`src/rtl/fmi_pkg.sv`:
```
package fmi_pkg;

  typedef enum logic [1:0] {
    MODE_PROGRAM = 2'd0,
    MODE_NORMAL  = 2'd1,
    MODE_MIXED   = 2'd2
  } fmiMode_e;

  // strobes from control to datapath
  typedef struct packed {
    logic loadDac;    // load converter register this cycle
    logic packMixed;  // pack 15-bit payload left-justified
    logic writeCtrl;  // issue control write this cycle
    logic guardLb;    // keep loop-back bits that are set
    logic tagAdc;     // clear MSB of outgoing ADC word
  } fmiStrobe_t;

endpackage

```
`src/rtl/fmi_ctrl.sv`:
```
module fmi_ctrl
  import fmi_pkg::*;
#(
  parameter int CNT_W = 3
) (
  input  logic             clk,
  input  logic             rstN,
  input  logic             frameValid,
  input  logic             frameMsb,
  input  logic             modeData,
  input  logic             modeMixed,
  input  logic [CNT_W-1:0] devCount,
  output fmiStrobe_t       strb,
  output logic             locked
);

  localparam int SLOTS = 1 << CNT_W;
  localparam logic [CNT_W:0] FULL_COUNT = SLOTS[CNT_W:0];

  logic             lockQ;
  logic [CNT_W-1:0] cntQ;
  fmiMode_e         decMode;
  fmiMode_e         effMode;
  logic [CNT_W:0]   effCount;
  logic [CNT_W:0]   nextCnt;
  logic             slotHit;

  // raw mode decode from the two register bits
  always_comb begin
    if (!modeData)      decMode = MODE_PROGRAM;
    else if (modeMixed) decMode = MODE_MIXED;
    else                decMode = MODE_NORMAL;
  end

  // once locked, normal data mode wins regardless of inputs
  assign effMode  = lockQ ? MODE_NORMAL : decMode;
  assign effCount = (devCount == '0) ? FULL_COUNT : {1'b0, devCount};
  assign nextCnt  = {1'b0, cntQ} + 1'b1;
  assign slotHit  = (nextCnt >= effCount);

  always_ff @(posedge clk) begin
    if (!rstN) begin
      lockQ <= 1'b0;
      cntQ  <= '0;
    end else begin
      if (effMode == MODE_NORMAL) lockQ <= 1'b1;
      if (effMode == MODE_PROGRAM) begin
        cntQ <= '0;
      end else if (frameValid) begin
        cntQ <= slotHit ? '0 : nextCnt[CNT_W-1:0];
      end
    end
  end

  always_comb begin
    strb = '0;
    strb.packMixed = (effMode == MODE_MIXED);
    strb.tagAdc    = (effMode == MODE_MIXED);
    strb.guardLb   = (effMode == MODE_PROGRAM);
    unique case (effMode)
      MODE_PROGRAM: strb.writeCtrl = frameValid;
      MODE_NORMAL:  strb.loadDac   = frameValid && slotHit;
      MODE_MIXED: begin
        strb.loadDac   = frameValid && slotHit && !frameMsb;
        strb.writeCtrl = frameValid && slotHit &&  frameMsb;
      end
      default: strb = '0;
    endcase
  end

  assign locked = lockQ;

  // lock is sticky until reset
  a_r7_lock_sticky: assert property (@(posedge clk) disable iff (!rstN)
    lockQ |=> lockQ);

  // slot counter parked while in program mode
  a_r3_hold_in_program: assert property (@(posedge clk) disable iff (!rstN)
    (effMode == MODE_PROGRAM) |=> (cntQ == '0));

  // never both strobes for the same frame
  a_r10_strobe_excl: assert property (@(posedge clk) disable iff (!rstN)
    !(strb.loadDac && strb.writeCtrl));

endmodule

```
`src/rtl/fmi_datapath.sv`:
```
module fmi_datapath
  import fmi_pkg::*;
#(
  parameter int WORD_W  = 16,
  parameter int SEL_LSB = 11,
  parameter int SEL_W   = 3,
  parameter int LB_SEL  = 4,
  parameter int ALB_BIT = 0,
  parameter int DLB_BIT = 1
) (
  input  logic              clk,
  input  logic              rstN,
  input  fmiStrobe_t        strb,
  input  logic [WORD_W-1:0] frameWord,
  input  logic              albOn,
  input  logic              dlbOn,
  input  logic [WORD_W-1:0] adcIn,
  output logic              dacLoad,
  output logic [WORD_W-1:0] dacValue,
  output logic              ctrlWr,
  output logic [WORD_W-1:0] ctrlWord,
  output logic [WORD_W-1:0] adcOut
);

  localparam logic [SEL_W-1:0] LB_CODE = LB_SEL[SEL_W-1:0];

  logic [WORD_W-1:0] dacNext;
  logic [WORD_W-1:0] ctrlNext;
  logic              isLbSel;

  assign isLbSel = (frameWord[SEL_LSB +: SEL_W] == LB_CODE);

  // mixed frames carry 15 payload bits; shift up, zero LSB
  assign dacNext = strb.packMixed ? {frameWord[WORD_W-2:0], 1'b0} : frameWord;

  always_comb begin
    ctrlNext = frameWord;
    if (strb.guardLb && isLbSel) begin
      ctrlNext[ALB_BIT] = frameWord[ALB_BIT] | albOn;
      ctrlNext[DLB_BIT] = frameWord[DLB_BIT] | dlbOn;
    end
  end

  always_ff @(posedge clk) begin
    if (!rstN) begin
      dacLoad  <= 1'b0;
      ctrlWr   <= 1'b0;
      dacValue <= '0;
      ctrlWord <= '0;
    end else begin
      dacLoad <= strb.loadDac;
      ctrlWr  <= strb.writeCtrl;
      if (strb.loadDac)   dacValue <= dacNext;
      if (strb.writeCtrl) ctrlWord <= ctrlNext;
    end
  end

  assign adcOut = strb.tagAdc ? {1'b0, adcIn[WORD_W-2:0]} : adcIn;

  // packed mixed data always lands with LSB clear
  a_r5_mixed_lsb: assert property (@(posedge clk) disable iff (!rstN)
    (strb.loadDac && strb.packMixed) |=> (dacLoad && !dacValue[0]));

  // a set analog loop-back bit survives a program-mode write
  a_r9_alb_kept: assert property (@(posedge clk) disable iff (!rstN)
    (strb.writeCtrl && strb.guardLb && isLbSel && albOn) |=> ctrlWord[ALB_BIT]);

  // same for digital loop-back
  a_r9_dlb_kept: assert property (@(posedge clk) disable iff (!rstN)
    (strb.writeCtrl && strb.guardLb && isLbSel && dlbOn) |=> ctrlWord[DLB_BIT]);

endmodule

```
`src/rtl/frame_mode_interp.sv`:
```
module frame_mode_interp
  import fmi_pkg::*;
#(
  parameter int WORD_W = 16,
  parameter int CNT_W  = 3
) (
  input  logic              clk,
  input  logic              rstN,
  input  logic              frameValid,
  input  logic [WORD_W-1:0] frameWord,
  input  logic              modeData,
  input  logic              modeMixed,
  input  logic [CNT_W-1:0]  devCount,
  input  logic              albOn,
  input  logic              dlbOn,
  input  logic [WORD_W-1:0] adcIn,
  output logic              dacLoad,
  output logic [WORD_W-1:0] dacValue,
  output logic              ctrlWr,
  output logic [WORD_W-1:0] ctrlWord,
  output logic [WORD_W-1:0] adcOut
);

  fmiStrobe_t strb;
  logic       locked;

  fmi_ctrl #(.CNT_W(CNT_W)) uCtrl (
    .clk        (clk),
    .rstN       (rstN),
    .frameValid (frameValid),
    .frameMsb   (frameWord[WORD_W-1]),
    .modeData   (modeData),
    .modeMixed  (modeMixed),
    .devCount   (devCount),
    .strb       (strb),
    .locked     (locked)
  );

  fmi_datapath #(.WORD_W(WORD_W)) uData (
    .clk       (clk),
    .rstN      (rstN),
    .strb      (strb),
    .frameWord (frameWord),
    .albOn     (albOn),
    .dlbOn     (dlbOn),
    .adcIn     (adcIn),
    .dacLoad   (dacLoad),
    .dacValue  (dacValue),
    .ctrlWr    (ctrlWr),
    .ctrlWord  (ctrlWord),
    .adcOut    (adcOut)
  );

  // outputs exclusive and only after a frame
  a_r10_out_excl: assert property (@(posedge clk) disable iff (!rstN)
    !(dacLoad && ctrlWr));

  a_r10_dac_after_frame: assert property (@(posedge clk) disable iff (!rstN)
    $rose(dacLoad) |-> $past(frameValid));

  a_r10_ctrl_after_frame: assert property (@(posedge clk) disable iff (!rstN)
    $rose(ctrlWr) |-> $past(frameValid));

  // no control write once locked
  a_r7_locked_no_ctrl: assert property (@(posedge clk) disable iff (!rstN)
    locked |=> !ctrlWr);

endmodule

```
`config.mk`:
```
export PLATFORM = sky130hd
export DESIGN_NAME = frame_mode_interp
export DESIGN_NICKNAME = d
export VERILOG_FILES = /design/src/rtl/fmi_pkg.sv /design/src/rtl/fmi_ctrl.sv /design/src/rtl/fmi_datapath.sv /design/src/rtl/frame_mode_interp.sv
export SDC_FILE = /design/constraint.sdc
export NUM_CORES = 1
export LEC_CHECK = 0
export BUFFER_PORTS_ARGS = -buffer_cell sky130_fd_sc_hd__buf_2
export CORE_MARGIN = 8
export CORE_UTILIZATION = 32
export CTS_CLUSTER_DIAMETER = 40
export CTS_CLUSTER_SIZE = 10
export DETAILED_ROUTE_END_ITERATION = 6
export GPL_TIMING_DRIVEN = 0
export HOLD_SLACK_MARGIN = 0.06
export PLACE_DENSITY = 0.64
export SYNTH_ARGS = -nofsm -noshare
export SYNTH_HDL_FRONTEND = slang
export SYNTH_HIERARCHICAL = 1
export SYNTH_SLANG_ARGS = --single-unit
```
`constraint.sdc`:
```
create_clock -name clk -period 6.3 [get_ports clk]
set_input_delay 1.575 -clock clk [delete_from_list [all_inputs] [get_ports clk]]
set_output_delay 1.575 -clock clk [all_outputs]
set_load 0.01 [all_outputs]
```
==> metrics.txt, run 1 <==
area of the mapped netlist=1920 sq um; Hold Crit Class=flip-flop to flip-flop; worst r2r src=uCtrl/cntQ[0]; post-CTS setup buffers=0; Pwr Density=208 nW/um^2; FP Rows=28; RSZ-0062 raised after global routing=no; top post-synthesis cells by area=dfxtp_1, mux2i_1, buf_4; drt first pass iters=4; Ys Warns=6; clock-pin slew on the worst setup and hold paths=70 ps; initial drt markers=28; Synth cell types=36; share of the synthesized area in the top cell type=39.5%; leakage=1.16 nW; area post-placement=2390 sq um; Syn Nets=243; final hold viol count=0; Initial Utilization=32.9%; total number of vias=1614; CTS Hold Bufs=0; CTS H-tree depth=2; largest net degree at the start of global routing=11; Max Slew Vio Count=0; share of cells above drive strength 1=40.0%; vias per cell=4.61; fin area=2470 sq um; Resize count post-CTS=0; Hold WS=495 ps; port bufs=75; total power=0.515 mW; fmax=244 MHz; length in cells of the worst reg-to-reg path=9; chip height=93.5 um; P&R area growth vs syn=28.3%; hold endpoint=uData/dacValue[0]; RePlAce Congestion=0.692; Avg WL per Cell=14.5 um; Sinks on Clock Net=38; CTS Buffer Depth=2; total gr overflow=0; critical path required time=4720 ps; Clock Root Buffer=clkbuf_8; clk_skew=3.94 ps; Hold Path Cell Cnt=2; Slew Limit Headroom=66.1%; Worst-Skew Late Latency=280 ps; crit path DAT=2520 ps; fin crit period=4090 ps; worst slew pin tran=508 ps; number of global-route vias before repair=1636; register area=761 sq um; Core Area=5850 sq um; Detail Route Antenna Nets=0; critical path fanouts, max=5; status=completed; multi-input logic area=940 sq um; critical path startpoint category=input port; register bit total from synthesis=38; total wire length=5070 um; maximum vdd drop=0.0997 mV; final setup vio count=0; syn avg cell area=9.97 sq um; reg2reg setup slack=3660 ps; CTS tree=done; maxcap violations=0; first-pass GRT wire length=7890 um; post-synth top area cell=dfxtp_1; Final period util=65.0%; TritonCTS Buffers=5; total track usage=11.2%; final net count=325; setup TNS=0 ps; initial antenna violation count=0; Worst Hold Launch=uData/dacValue[0]; IO Pins=92; ant diodes=0; Critical Path End Type=output port; filler cell count=600; worst r2r dst=uData/dacValue[9]; hpwl dp=4010 um; # DRC=0; Die Width=93.5 um; die area=8750 sq um; Setup CP Type=input port to output port; cell count after synthesis=193; sequential cell area fraction in the yosys report=39.5%
-- per-stage QoR --
stage,utilization (%),worst slack [ps],cells
2_1_floorplan,-,2520,193
6_report,42.2,2210,350
3_3_place_gp,40.9,2220,343
4_1_cts,42.2,2190,350
5_1_grt,42.2,2090,350
3_5_place_dp,40.9,2190,343
-- power by group --
part	switching (mW)	internal [mW]	leakage, nW
Sequential	0.00521	0.251	0.308
Combinational	0.0514	0.0531	0.809
Clock	0.0781	0.0762	0.0383
-- worst max-delay path: stages --
cell	delay [ps]
buf_2	80
inv_1	30
a21oi_1	340
ha_1	290
nor2b_1	60
buf_2	130
-- synthesized netlist by cell type --
library cell	count
nor4b_2	1
buf_4	16
mux2_4	2
nand2_1	1
and4bb_2	1
o21a_2	1
a21oi_1	19
nor4bb_1	1
nor3b_1	3
and3_1	1
mux2i_1	29
a32o_1	2
o21ai_1	1
a211oi_4	1
nand2b_4	1
ha_1	8
dfxtp_1	38
xor2_1	1
nor3_1	1
or3_1	1
and2_1	2
buf_2	2
a21boi_0	1
inv_1	7
nand3b_1	1
or2_2	1
o2111ai_1	1
clkbuf_1	6
o21a_1	1
nand3_1	1
nor2b_1	15
nand2b_1	3
a21o_1	1
o21ai_0	17
nand4_1	1
buf_6	4
-- placed cells by master (no fill, tap or decap), types with 3 or more instances in the layout --
cell type and count:
buf_4 16, nor3b_1 3, buf_6 4, mux2i_1 29, a21oi_1 19, o21ai_0 17
buf_2 77, clkbuf_1 8, nand2b_1 3, inv_1 7, dfxtp_1 38, nor2b_1 15
ha_1 8, clkbuf_8 5
-- kinds of logic after synthesis --
kind of cell    share of synthesized area [%]
compound gates                           13.8
flops                                    39.5
buf+inv                                  11.6
simple gates                             12.7
mux                                      16.6
fa+ha+maj                                5.20
xor+xnor                                0.455
-- state kept, by name (all words and copies together), names as in the netlist --
signal	cells
uCtrl/locked	1
uData/ctrlWord	16
uData/dacValue	16
uCtrl/cntQ	3
uData/ctrlWr	1
uData/dacLoad	1
-- final cells by class --
type	instances	share of cell area (%)
buffer	28	8.00
clock buffer	7	3.09
inverter	7	1.06
multi-input combinational	120	38.0
sequential	38	30.8
tap	75	3.80
timing repair buffer	75	15.2
-- worst max path at each step --
stage,endpoint,cells past startpoint,slack [ps],start
floorplan,adcOut[15],5,2520,modeMixed
global placement,adcOut[15],6,2220,modeMixed
detailed placement,adcOut[15],6,2190,modeMixed
CTS,adcOut[15],6,2190,modeMixed
global route,adcOut[15],6,2090,modeMixed
finish,adcOut[15],6,2210,modeMixed
-- routing by layer --
metal / up-vias / global-route usage [%] / part of all wire, %
li1: 822 / - / -
met5: - / 0 / 0
met2: 50 / 19.2 / 49
met1: 737 / 12.2 / 41
met3: 5 / 4.97 / 9.1
met4: 0 / 3.30 / 0.63
(Power assumes the default switching activity.)
==> inputs of run 2 (changes only) <==
--- a/config.mk
+++ b/config.mk
@@ -5,6 +5,7 @@
 export SDC_FILE = /design/constraint.sdc
 export NUM_CORES = 1
 export LEC_CHECK = 0
+export ABC_AREA = 1
 export BUFFER_PORTS_ARGS = -buffer_cell sky130_fd_sc_hd__buf_2
 export CORE_MARGIN = 8
 export CORE_UTILIZATION = 32
@@ -13,7 +14,7 @@
 export DETAILED_ROUTE_END_ITERATION = 6
 export GPL_TIMING_DRIVEN = 0
 export HOLD_SLACK_MARGIN = 0.06
-export PLACE_DENSITY = 0.64
+export PLACE_DENSITY = 0.66
 export SYNTH_ARGS = -nofsm -noshare
 export SYNTH_HDL_FRONTEND = slang
 export SYNTH_HIERARCHICAL = 1
==> constraint.sdc (replaced) <==
create_clock -name clk -period 3.76 [get_ports clk]
set_input_delay 0.94 -clock clk [delete_from_list [all_inputs] [get_ports clk]]
set_output_delay 0.94 -clock clk [all_outputs]
set_load 0.01 [all_outputs]
==> metrics.txt, run 2 <==
CTS tree=done (unchanged); register area=761 sq um (unchanged); Synth top cells by count=nor2_1, dfxtp_1, nand2_1 (was dfxtp_1, mux2i_1, a21oi_1); length in cells of the worst reg-to-reg path=16 (was 9); Hold Path Cell Cnt=2 (unchanged); Sinks on Clock Net=38 (unchanged); fmax=358 MHz; Resize count post-CTS=0 (unchanged); FP Rows=28 (unchanged); RSZ-0062 raised after global routing=no (unchanged); Final period util=74.3%; Avg WL per Cell=12.5 um (was 14.5 um); hpwl dp=4240 um (was 4010 um); setup TNS=0 ps (unchanged); Core Area=5850 sq um (unchanged); leading cell type in the layout, fill and taps excluded=buf_2 (unchanged); Top Registers=uData/ctrlWord x16, uData/dacValue x16, uCtrl/cntQ x3 (unchanged); fraction of registers with async set/reset=0% (unchanged); status=completed (unchanged); Ys Warns=6 (unchanged); top post-synthesis cells by area=dfxtp_1, a21oi_1, nor2_1 (was dfxtp_1, mux2i_1, buf_4); initial drt markers=71 (was 28); final setup vio count=0 (unchanged); cell count after synthesis=261 (was 193); internal power=0.702 mW (was 0.380 mW); EDFF count, synth=0 (unchanged); total wire length=5270 um (was 5070 um); post-CTS setup buffers=0 (unchanged); crit path DAT=1850 ps (was 2520 ps); area of the mapped netlist=1900 sq um (was 1920 sq um); Clock Root Buffer=clkbuf_8 (unchanged); syn avg cell area=7.29 sq um (was 9.97 sq um); hold endpoint=uData/ctrlWord[14] (was uData/dacValue[0]); clk_skew=4.13 ps (was 3.94 ps); RePlAce Congestion=0.804 (was 0.692); Pwr Density=389 nW/um^2 (was 208 nW/um^2); post-synth top area cell=dfxtp_1 (unchanged); final hold viol count=0 (unchanged); P_sw=0.264 mW (was 0.135 mW); most frequent CP cell=buf_2 (unchanged); IO Pins=92 (unchanged); Critical Path End Type=output port (unchanged); port bufs=76 (was 75); worst slew pin tran=481 ps (was 508 ps); leakage=1.37 nW (was 1.16 nW); chip height=93.1 um (was 93.5 um); fin crit period=2790 ps; CP Cell Sequence=buf_2, a21oi_1, ha_1, nor2_1, buf_2 (was buf_2, inv_1, a21oi_1, ha_1, nor2b_1, buf_2); Detail Route Antenna Nets=0 (unchanged); total track usage=11.7% (was 11.2%); Max Slew Vio Count=0 (unchanged); fin util=42.5% (was 42.2%); Post-synth top flop=dfxtp_1 (unchanged); maximum vdd drop=0.195 mV (was 0.0997 mV); CTS Hold Bufs=0 (unchanged); Syn Nets=311 (was 243); die area=8670 sq um (was 8750 sq um); vias per cell=4.55 (was 4.61); worst r2r src=uCtrl/cntQ[0] (unchanged); critical path startpoint category=input port (unchanged); Worst Hold Launch=uData/ctrlWord[14] (was uData/dacValue[0]); ant diodes=0 (unchanged); sequential cell area fraction in the yosys report=40.0% (was 39.5%); clock-pin slew on the worst setup and hold paths=70 ps (about the same); CTS H-tree depth=2 (unchanged); worst stage delay on the critical path=310 ps (was 340 ps); maxcap violations=0 (unchanged); register bit total from synthesis=38 (unchanged); Initial Utilization=32.5% (was 32.9%); filler cell count=598 (was 600); clock share of power=35.0% (was 30.0%); drt first pass iters=4 (unchanged); multi-input logic area=835 sq um (was 940 sq um); share of cells above drive strength 1=36.8% (was 40.0%); number of global-route vias before repair=1846 (was 1636); P&R area growth vs syn=30.6% (was 28.3%); total gr overflow=0 (unchanged); Slew Limit Headroom=67.9% (was 66.1%); final net count=394 (was 325); CP bufs+invs=2 (was 3); Die Width=93.1 um (was 93.5 um); largest net degree at the start of global routing=13 (was 11); TritonCTS Buffers=5 (unchanged); sequential power share=45.5% (was 49.7%); total number of vias=1910 (was 1614); Hold Crit Class=flip-flop to flip-flop (unchanged); worst r2r dst=uData/ctrlWord[12] (was uData/dacValue[9]); Crit-path slowest cell=ha_1 (was a21oi_1); reg2reg setup slack=1330 ps (was 3660 ps); area post-placement=2380 sq um (was 2390 sq um); fin area=2490 sq um (was 2470 sq um); CTS Buffer Depth=2 (unchanged); # DRC=0 (unchanged); Setup CP Type=input port to output port (unchanged); first-pass GRT wire length=8550 um (was 7890 um); critical path required time=2820 ps (was 4720 ps); critical path fanouts, max=4 (was 5); initial antenna violation count=0 (unchanged); Worst-Skew Late Latency=290 ps (was 280 ps); share of the synthesized area in the top cell type=40.0% (was 39.5%); cell with the most instances after synthesis=nor2_1 (was dfxtp_1); Synth cell types=24 (was 36); Logic pwr share=19.5% (was 20.3%); kind of cell adding the most delay to the critical path=adder cells (was compound AO/OA/AOI/OAI gates); switching share of total power=27.3% (was 26.2%); commonest cells after routing, fill and taps aside=buf_2, nor2_1, dfxtp_1 (was buf_2, dfxtp_1, mux2i_1)
==> run 2: cell types whose count changed in the layout (fill, tap and decap cells not counted), sizes merged, moves of 19 or more <==
cell / before / now
a21oi: 19 / 38
inv: 7 / 28
mux2i: 29 / 0
nand2: 1 / 38
nor2: 0 / 40
==> run 2: final cells by class <==
| type | instances | share of cell area (%) |
|---|---|---|
| clock buffer | 5 | 2.77 |
| clock inverter | 3 | 1.61 |
| multi-input combinational | 167 | 33.6 |
| buffer | 27 | 8.00 |
| timing repair buffer | 76 | 15.3 |
| inverter | 29 | 4.38 |
| tap | 75 | 3.77 |
| sequential | 38 | 30.6 |
==> run 2: per-layer routing <==
| metal | share of wire [%] | global-route usage (%) |
|---|---|---|
| met5 | 0 | 0 |
| met4 | 0.68 | 3.62 |
| met3 | 9.6 | 3.93 |
| met2 | 47 | 20.7 |
| met1 | 42 | 13.0 |
==> run 2: how the worst max path moves through the flow <==
stage / start / to / slack, ps / depth (start not counted)
2_1_floorplan: modeMixed / adcOut[15] / 1310 / 4
3_3_place_gp: devCount[0] / uData/ctrlWord[6] / 860 / 14
3_5_place_dp: modeData / uData/ctrlWord[5] / 830 / 11
4_1_cts: modeData / adcOut[15] / 950 / 5
5_1_grt: modeMixed / adcOut[15] / 880 / 6
6_report: modeData / adcOut[15] / 970 / 5
==> run 2: cell families (layout without fill, tap and decap cells) <==
kind of cell,Yosys count,count (layout),share of synthesized area (%)
and+or+nand+nor,87,87,18.5
DFF,38,38,40.0
buffers and inverters,56,140,16.2
AOI/OAI and AO/OA,72,72,20.1
adders and majority gates,8,8,5.26
==> run 2: worst min-delay path: cells and delay by family, from the launching register on <==
kind	cells	cell delay (ps)
DFF	1	330
and+or+nand+nor	1	60
AOI/OAI and AO/OA	1	50
==> run 2: power by group through the flow <==
stage,Sequential [mW],Combinational (mW),Clock [mW]
finish,0.440,0.188,0.338
global route,0.443,0.210,0.365
CTS,0.440,0.190,0.347
detailed placement,0.449,0.189,0
global placement,0.449,0.187,0
floorplan,0.459,0.103,0
==> run 2: metrics by stage <==
stage	hold slack [ps]	cells	worst slack, ps	total power, mW
global placement	461	412	863	0.636
finish	479	420	966	0.966
detailed placement	471	412	830	0.638
global route	508	420	885	1.02
CTS	488	420	946	0.978
floorplan	458	261	1310	0.562
==> inputs of run 3 (changes only) <==
--- a/config.mk
+++ b/config.mk
@@ -14,7 +14,7 @@
 export DETAILED_ROUTE_END_ITERATION = 6
 export GPL_TIMING_DRIVEN = 0
 export HOLD_SLACK_MARGIN = 0.06
-export PLACE_DENSITY = 0.66
+export PLACE_DENSITY = 0.64
 export SYNTH_ARGS = -nofsm -noshare
 export SYNTH_HDL_FRONTEND = slang
 export SYNTH_HIERARCHICAL = 1
==> constraint.sdc (replaced) <==
create_clock -name clk -period 2.89 [get_ports clk]
set_input_delay 0.7225 -clock clk [delete_from_list [all_inputs] [get_ports clk]]
set_output_delay 0.7225 -clock clk [all_outputs]
set_load 0.01 [all_outputs]
==> metrics.txt, run 3 (same netlist as run 2, synthesis figures left out) <==
IO Pins=92 (unchanged); maxcap violations=0 (unchanged); Crit-path slowest cell=a21oi_2 (was ha_1); # DRC=0 (unchanged); reg2reg setup slack=430 ps (was 1330 ps); hold endpoint=uData/ctrlWord[12] (was uData/ctrlWord[14]); largest net degree at the start of global routing=11 (was 13); clock-pin slew on the worst setup and hold paths=60 ps (was 70 ps); most frequent CP cell=nand2_1 (was buf_2); Hold Crit Class=flip-flop to flip-flop (unchanged); critical path startpoint category=flip-flop (was input port); multi-input logic area=835 sq um (unchanged); Detail Route Antenna Nets=0 (unchanged); maximum vdd drop=0.193 mV (was 0.195 mV); Hold Path Cell Cnt=2 (unchanged); final net count=394 (unchanged); worst r2r src=uCtrl/cntQ[0] (unchanged); Die Width=93.1 um (unchanged); port bufs=76 (unchanged); Final period util=85.0%; FP Rows=28 (unchanged); Initial Utilization=32.5% (unchanged); hpwl dp=4260 um (was 4240 um); critical path required time=3070 ps (was 2820 ps); total track usage=12.4% (was 11.7%); first-pass GRT wire length=8870 um (was 8550 um); Critical Path Source=uCtrl/cntQ[0] (was modeData); Worst Hold Launch=uData/ctrlWord[12] (was uData/ctrlWord[14]); post-CTS setup buffers=0 (unchanged); ant diodes=0 (unchanged); Top Registers=uData/ctrlWord x16, uData/dacValue x16, uCtrl/cntQ x3 (unchanged); CP Cell Sequence=ha_1, inv_1, nand2_2, nand2_2, inv_1, ha_1, nand2_1, inv_2, nand2_1, nand3_2, nand2_1, a21oi_2, inv_2, buf_4, nor2_1, nor2_1 (was buf_2, a21oi_1, ha_1, nor2_1, buf_2); leakage=1.36 nW (was 1.37 nW); Pwr Density=475 nW/um^2 (was 389 nW/um^2); CTS Hold Bufs=0 (unchanged); fin crit period=2460 ps; Slew Limit Headroom=67.9% (about the same); worst stage delay on the critical path=410 ps (was 310 ps); fmax=407 MHz; CTS tree=done (unchanged); initial antenna violation count=0 (unchanged); critical path fanouts, max=10 (was 4); total gr overflow=0 (unchanged); worst r2r dst=uData/ctrlWord[12] (unchanged); vias per cell=4.56 (was 4.55); register area=761 sq um (unchanged); length in cells of the worst reg-to-reg path=16 (unchanged); crit path DAT=2630 ps (was 1850 ps); commonest cells after routing, fill and taps aside=buf_2, nor2_1, dfxtp_1 (unchanged); total number of vias=1906 (was 1910); worst slew pin tran=481 ps (about the same); initial drt markers=87 (was 71); Resize count post-CTS=0 (unchanged); RePlAce Congestion=0.758 (was 0.804); filler cell count=615 (was 598); TritonCTS Buffers=5 (unchanged); leading cell type in the layout, fill and taps excluded=buf_2 (unchanged); Core Area=5850 sq um (unchanged); share of cells above drive strength 1=36.4% (was 36.8%); die area=8670 sq um (unchanged); Worst-Skew Late Latency=280 ps (was 290 ps); final hold viol count=0 (unchanged); total wire length=5330 um (was 5270 um); CTS H-tree depth=2 (unchanged); chip height=93.1 um (unchanged); Avg WL per Cell=12.7 um (was 12.5 um); RSZ-0062 raised after global routing=no (unchanged); Setup CP Type=flip-flop to flip-flop (was input port to output port); number of global-route vias before repair=1912 (was 1846); setup TNS=0 ps (unchanged); Max Slew Vio Count=0 (unchanged); Clock Root Buffer=clkbuf_8 (unchanged); CTS Buffer Depth=2 (unchanged); clk_skew=4.56 ps (was 4.13 ps); P&R area growth vs syn=29.3% (was 30.6%); Sinks on Clock Net=38 (unchanged); drt first pass iters=4 (unchanged); Hold WS=487 ps (was 479 ps); status=completed (unchanged); Critical Path End Type=flip-flop (was output port); final setup vio count=0 (unchanged)
-- run 3: cell count changes in the layout (fill, tap and decap cells not counted) --
| cell | change |
|---|---|
| clkinv_2 | -2 |
| bufinv_16 | -1 |
| clkbuf_8 | +1 |
-- run 3: per-layer routing --
layer,vias up,wire length (um),track usage [%]
li1,983,-,-
met3,8,538,4.17
met5,-,0,0
met1,841,2330,14.2
met4,0,90,5.50
met2,74,2360,20.5
-- run 3: power breakdown --
part           internal (mW)  switching, mW
clock network          0.184          0.166
registers              0.556         0.0155
logic                  0.104          0.142
total                  0.844          0.324
-- run 3: cell type report --
type | count | share of cell area [%]
Clock buffer | 6 | 3.36
Timing Repair Buffer | 76 | 15.5
Inverter | 29 | 4.43
Sequential cell | 38 | 30.9
Multi-Input combinational cell | 167 | 33.9
Tap cell | 75 | 3.81
Buffer | 27 | 8.09
-- run 3: worst max path at each step --
stage                         end  cells past startpoint
2_1_floorplan  uData/ctrlWord[10]                     13
3_3_place_gp   uData/ctrlWord[12]                     14
3_5_place_dp   uData/ctrlWord[12]                     14
4_1_cts        uData/ctrlWord[12]                     16
5_1_grt         uData/ctrlWord[5]                     15
6_report       uData/ctrlWord[12]                     16
-- run 3: critical path, delay by kind of cell (launching register included) --
kind | cells | cell delay, ps
DFF | 1 | 350
adders and majority gates | 2 | 510
and+or+nand+nor | 8 | 520
AOI/OAI and AO/OA | 1 | 410
buffers and inverters | 5 | 540
-- run 3: metrics by stage --
stage / setup WS (ps) / utilization [%] / power, mW / std cells / instance area, sq um
after detailed placement: 146 / 40.6 / 0.832 / 412 / 2380
after CTS: 386 / 42.0 / 1.19 / 418 / 2460
final: 434 / 42.0 / 1.17 / 418 / 2460
after global routing: 139 / 42.0 / 1.24 / 418 / 2460
after global placement: 157 / 40.6 / 0.827 / 412 / 2380
after floorplan: 685 / - / 0.731 / 261 / 1900
